**src/rtl/tpe_pkg.sv**
```systemverilog
package tpe_pkg;
  typedef struct packed {
    logic esc;
    logic esc_long;
    logic lrst;
  } tpe_event_t;
endpackage

```
**src/rtl/tpe_sync.sv**
```systemverilog
module tpe_sync (
  input  logic clk,
  input  logic rst,
  input  logic tck,
  input  logic tmsc,
  output logic tck_rise,
  output logic tck_fall,
  output logic hi_toggle
);
  logic tck_q;
  logic tmsc_q;

  always_ff @(posedge clk) begin
    if (rst) begin
      tck_q  <= 1'b0;
      tmsc_q <= 1'b0;
    end else begin
      tck_q  <= tck;
      tmsc_q <= tmsc;
    end
  end

  assign tck_rise  = tck & ~tck_q;
  assign tck_fall  = ~tck & tck_q;
  assign hi_toggle = tck & tck_q & (tmsc ^ tmsc_q);
endmodule

```
**src/rtl/tpe_counter.sv**
```systemverilog
module tpe_counter #(
  parameter int CNT_W = 3
) (
  input  logic             clk,
  input  logic             rst,
  input  logic             clr,
  input  logic             inc,
  output logic [CNT_W-1:0] cnt
);
  localparam logic [CNT_W-1:0] CntMax = {CNT_W{1'b1}};

  always_ff @(posedge clk) begin
    if (rst || clr) begin
      cnt <= '0;
    end else if (inc && cnt != CntMax) begin
      cnt <= cnt + 1'b1;
    end
  end
endmodule

```
**src/rtl/tpe_classify.sv**
```systemverilog
module tpe_classify
  import tpe_pkg::*;
#(
  parameter int CNT_W      = 3,
  parameter int ESC_MIN    = 2,
  parameter int ESC_MAX    = 3,
  parameter int LRST_EDGES = 6
) (
  input  logic             clk,
  input  logic             rst,
  input  logic             judge,
  input  logic [CNT_W-1:0] cnt,
  output tpe_event_t       evt
);
  localparam logic [CNT_W-1:0] EscLo  = CNT_W'(ESC_MIN);
  localparam logic [CNT_W-1:0] EscHi  = CNT_W'(ESC_MAX);
  localparam logic [CNT_W-1:0] LrstLo = CNT_W'(LRST_EDGES);

  tpe_event_t nxt;

  always_comb begin
    nxt = '0;
    if (judge) begin
      nxt.esc      = (cnt >= EscLo) && (cnt <= EscHi);
      nxt.esc_long = (cnt == EscHi) && (EscHi != EscLo);
      nxt.lrst     = (cnt >= LrstLo);
    end
  end

  always_ff @(posedge clk) begin
    if (rst) evt <= '0;
    else     evt <= nxt;
  end
endmodule

```
**src/rtl/tpe_edge_sel.sv**
```systemverilog
module tpe_edge_sel (
  input  logic clk,
  input  logic rst,
  input  logic link_rst,
  input  logic wr,
  input  logic val,
  output logic sel_fall
);
  always_ff @(posedge clk) begin
    if (rst || link_rst) sel_fall <= 1'b0;
    else if (wr)         sel_fall <= val;
  end
endmodule

```
**src/rtl/tpe_escape_det.sv**
```systemverilog
module tpe_escape_det
  import tpe_pkg::*;
#(
  parameter int ESC_MIN    = 2,
  parameter int ESC_MAX    = 3,
  parameter int LRST_EDGES = 6
) (
  input  logic clk,
  input  logic rst,
  input  logic tck,
  input  logic tmsc,
  input  logic drive_req,
  input  logic edge_wr,
  input  logic edge_val,
  output logic tmsc_oe,
  output logic esc_pulse,
  output logic esc_long,
  output logic lrst_pulse,
  output logic smp_fall
);
  localparam int CNT_W = $clog2(LRST_EDGES + 1);

  logic             tck_rise;
  logic             tck_fall;
  logic             hi_toggle;
  logic [CNT_W-1:0] cnt;
  tpe_event_t       evt;
  logic             oe_arm_q;
  logic             lrst_now;

  tpe_sync u_sync (
    .clk       (clk),
    .rst       (rst),
    .tck       (tck),
    .tmsc      (tmsc),
    .tck_rise  (tck_rise),
    .tck_fall  (tck_fall),
    .hi_toggle (hi_toggle)
  );

  tpe_counter #(.CNT_W(CNT_W)) u_cnt (
    .clk (clk),
    .rst (rst),
    .clr (tck_rise),
    .inc (hi_toggle),
    .cnt (cnt)
  );

  tpe_classify #(
    .CNT_W      (CNT_W),
    .ESC_MIN    (ESC_MIN),
    .ESC_MAX    (ESC_MAX),
    .LRST_EDGES (LRST_EDGES)
  ) u_cls (
    .clk   (clk),
    .rst   (rst),
    .judge (tck_fall),
    .cnt   (cnt),
    .evt   (evt)
  );

  // Link reset decided this cycle: clears the edge choice on the same clk edge
  // that registers lrst_pulse.
  assign lrst_now = tck_fall && (cnt >= CNT_W'(LRST_EDGES));

  tpe_edge_sel u_sel (
    .clk      (clk),
    .rst      (rst),
    .link_rst (lrst_now),
    .wr       (edge_wr),
    .val      (edge_val),
    .sel_fall (smp_fall)
  );

  always_ff @(posedge clk) begin
    if (rst) oe_arm_q <= 1'b0;
    else     oe_arm_q <= drive_req;
  end

  // One gate after the register keeps the driver off for the whole high phase.
  assign tmsc_oe    = oe_arm_q & ~tck;
  assign esc_pulse  = evt.esc;
  assign esc_long   = evt.esc_long;
  assign lrst_pulse = evt.lrst;
endmodule

```
**config.mk**
```make
export PLATFORM = sky130hd
export DESIGN_NAME = tpe_escape_det
export DESIGN_NICKNAME = d
export VERILOG_FILES = /design/src/rtl/tpe_pkg.sv /design/src/rtl/tpe_sync.sv /design/src/rtl/tpe_counter.sv /design/src/rtl/tpe_classify.sv /design/src/rtl/tpe_edge_sel.sv /design/src/rtl/tpe_escape_det.sv
export SDC_FILE = /design/constraint.sdc
export NUM_CORES = 1
export LEC_CHECK = 0
export ABC_AREA = 0
export CORE_AREA = 4 4 41 43
export DETAILED_ROUTE_END_ITERATION = 12
export DIE_AREA = 0 0 45 47
export GPL_TIMING_DRIVEN = 0
export MAX_ROUTING_LAYER = met4
export PLACE_DENSITY_LB_ADDON = 0.08
export REMOVE_ABC_BUFFERS = 1
export SLEW_MARGIN = 20
export SYNTH_ARGS = -nofsm -noshare
export SYNTH_HDL_FRONTEND = slang
export SYNTH_SLANG_ARGS = --single-unit
export TNS_END_PERCENT = 10
```
**constraint.sdc**
```tcl
create_clock -name clk -period 3.7 [get_ports clk]
set_input_delay 0.555 -clock clk [delete_from_list [all_inputs] [get_ports clk]]
set_output_delay 0.555 -clock clk [all_outputs]
set_load 0.03 [all_outputs]
```
==> out/qor.txt, run 1 <==
Die W -> 45 um
antenna cells -> 0
critical setup path kind -> primary input to output pin
delay-heaviest family, CP -> buffers and inverters
All-Layer GR Usage -> 9.434%
DRC viols -> 0
Mapped Avg Cell Area -> 10.65 um^2
setup TNS -> 0 ns
FILL cells -> 138
Die Y-Extent -> 47 um
R2R Setup Slk -> 2.30 ns
Site Rows -> 13
crit path max-delay cell type -> clkdlybuf4s50_1
Vias/cell -> 4.957
Setup crit start kind -> primary input
reg2reg end -> u_cnt.cnt[0]
Worst Max-Slew Pin Slew -> 0.3697 ns
ANT nets after route -> 0
Ys Warns -> 0
worst reg-to-reg path cell count -> 4
largest net degree at the start of global routing -> 11
clock power share -> 41.6%
Gate power share -> 10.0%
Mapped Area -> 436.7 um^2
first-pass iteration count of the detailed router -> 4
crit end category -> output pin
Area growth, synth to finish -> 36.96%
Worst path most repeated cell -> clkdlybuf4s50_1
Hold WS -> 0.4970 ns
Synth Instances -> 41
die area -> 0.002115 mm^2
Longest Clk Path Bufs -> 2
WP buf/inv -> 2
CTS Sinks -> 10
Worst Hold Class -> register to register
outcome -> completed
crit path max fanout -> 5
internal power -> 0.1819 mW
final WL -> 797 um
min-delay src -> u_cnt.cnt[1]
Area contributors post-synth -> dfxtp_1 46%, mux2i_1 9.2%, ha_1 8.6%
Hold Buf Count CTS -> 0
DR WL/cell -> 11.39 um
Overall Power -> 0.2315 mW
RSZ-0062 raised after global routing -> no
most frequent cell after synthesis -> dfxtp_1
fmax -> 410.7 MHz
share of cells above drive strength 1 -> 12.73%
post-synthesis cell type count -> 17
CTS clk-pin slew, worst paths -> 0.06 ns
area of the multi-input gates -> 217.7 um^2
CTS tree -> built
Initial Util -> 33.56%
Sw Pwr -> 0.04968 mW
IO Port Bufs -> 11
crit share post-route -> 65.80%
Max Cap Viol -> 0
dpl ws -> 1.252 ns
total vias in the final route -> 347
worst reg2reg startpoint -> u_cnt.cnt[0]
Worst VDD drop -> 0.1681 mV
global route overflow -> 0
crit path launch -> tck
CTS buffer count -> 3
WP data required -> 3.14 ns
clock skew -> 0.006386 ns
post-synthesis register bit count -> 10
final net count -> 66
Yosys top cell area share -> 45.85%
final hold vios -> 0
Critical path destination -> tmsc_oe
LEAKAGE -> 0.2230 nW
DRT iter0 DRCs -> 12
commonest cells in the synthesized netlist -> 10 x dfxtp_1, 4 x mux2i_1, 4 x o211ai_1
initial antenna violation count -> 0
vias in the first global route -> 326
placed insts -> 66
DPL Wire Length -> 614.6 um
Slew Viols, Final -> 0
final setup vio count -> 0
CP arrival -> 1.88 ns
worst rel slew slack -> 75.28%
sequential element share of the synthesized area -> 45.85%
post-route setup slack -> 1.265 ns
Post-synth EDFFs -> 0
post-CTS sizing -> 0
share of total power in sequential cells -> 48.4%
sequential cell area -> 200.2 um^2
WP depth -> 3
Slowest Stage Delay on Critical Path -> 0.69 ns
Yosys top cell by area -> dfxtp_1
routability cong. -> 0.7957
crit-path cells -> clkdlybuf4s50_1, nor2b_1, clkdlybuf4s50_1
switch share -> 21.46%
Primary FF master, synth -> dfxtp_1
IO Pins -> 12
post-route minimum period -> 2.435 ns
setup bufs post-CTS -> 0
first-pass GRT wire length -> 1269 um
core box area -> 0.001301 mm^2
Worst-Skew Late Latency -> 0.27 ns
Final Instance Count excl. Fillers -> 70
PD cells -> 387.2 mW/mm^2
Post-synth ARST share -> 0%
CTS root buf -> clkbuf_4
H-tree depth reported by CTS -> 1
-- power groups by stage --
stage | registers (mW) | logic [mW] | clock network, mW
floorplan | 0.115 | 0.0100 | 0
global placement | 0.114 | 0.0229 | 0
detailed placement | 0.115 | 0.0233 | 0
CTS | 0.112 | 0.0234 | 0.102
global route | 0.112 | 0.0250 | 0.107
finish | 0.112 | 0.0231 | 0.0963
-- flip-flops by register name, indices dropped and copies added (netlist names) --
signal / flops
u_sel.sel_fall: 1
oe_arm_q: 1
u_cnt.cnt: 3
u_sync.tck_q: 1
u_sync.tmsc_q: 1
u_cls.evt: 3
-- layout make-up --
type / count / area share (%)
multi-input cells: 26 / 36.40
inverters: 4 / 2.510
repair buffers: 11 / 18.41
clock buffers: 4 / 6.067
flip-flops and latches: 10 / 33.47
well taps: 15 / 3.138
-- logic make-up (layout without fill, tap and decap cells) --
group	Yosys count	count (layout)	share of synthesized area [%]
and+or+nand+nor	12	12	19.20
xor gates and xnor gates	1	1	2.006
muxes	4	4	9.169
AOI/OAI and AO/OA	6	6	10.89
DFF	10	10	45.84
buffers and inverters	5	19	4.298
adders and majority gates	3	3	8.597
-- cells in the final DEF (no fill, tap or decap), drive strengths merged --
master | netlist | final
ha | 3 | 3
nor3b | 1 | 1
nor3 | 2 | 2
dfxtp | 10 | 10
nor4b | 1 | 1
xnor2 | 1 | 1
o211ai | 4 | 4
nor2b | 3 | 3
clkdlybuf4s50 | 0 | 11
nand2 | 1 | 1
clkbuf | 1 | 4
mux2i | 4 | 4
nor2 | 2 | 2
inv | 4 | 4
nor4 | 1 | 1
nand2b | 1 | 1
a211o | 2 | 2
-- worst register-to-register path, delay by kind of cell, from the launching register on --
family | cells | cell delay [ns]
fa+ha+maj | 2 | 0.45
flops | 1 | 0.32
mux | 1 | 0.22
simple gates | 1 | 0.35
-- per-stage QoR --
stage,area [um^2],utilization [%]
floorplan,432.9,-
global placement,561.8,43.17
detailed placement,561.8,43.17
CTS,598.1,45.96
global route,598.1,45.96
finish,598.1,45.96
-- worst min-delay path by stage --
stage | to | slack [ns] | cells after the start
3_3_place_gp | u_cls.evt[0] | 0.49 | 2
5_1_grt | u_cls.evt[0] | 0.54 | 2
2_1_floorplan | u_cls.evt[0] | 0.46 | 2
3_5_place_dp | u_cls.evt[0] | 0.49 | 2
4_1_cts | u_cls.evt[0] | 0.49 | 2
6_report | u_cls.evt[0] | 0.50 | 2
-- layer usage --
metal	vias to the layer above	wire length (um)	global-route usage, %
met1	158	296	7.159
met4	0	15	5.263
met3	2	90	5.747
met5	-	0	-
met2	15	394	16.95
li1	172	-	-
No activity file was read; power rests on OpenSTA's default activity.
==> run 2, diff against run 1 <==
Clock period 3.7 ns to 2.4 ns, I/O delays scaled along.
==> results of run 2 <==
Same layout as run 1 (identical final DEF). Status: completed.
Among the figures that moved: setup slack after placement 1.252 ns -> 0.3422 ns; setup slack after layout 1.265 ns -> 0.3553 ns; register-to-register setup slack 2.30 ns -> 1.00 ns; total power 0.2315 mW -> 0.3570 mW; worst IR drop on VDD 0.1681 mV -> 0.2592 mV
==> run 3, diff against run 2 <==
Settings changed: SLEW_MARGIN 20 to unset.
==> results of run 3 <==
Same layout as run 1 (identical final DEF). Status: completed.
Among the figures that moved: setup slack after placement 1.252 ns -> 0.3422 ns; setup slack after layout 1.265 ns -> 0.3553 ns; register-to-register setup slack 2.30 ns -> 1.00 ns; total power 0.2315 mW -> 0.3570 mW; worst IR drop on VDD 0.1681 mV -> 0.2592 mV
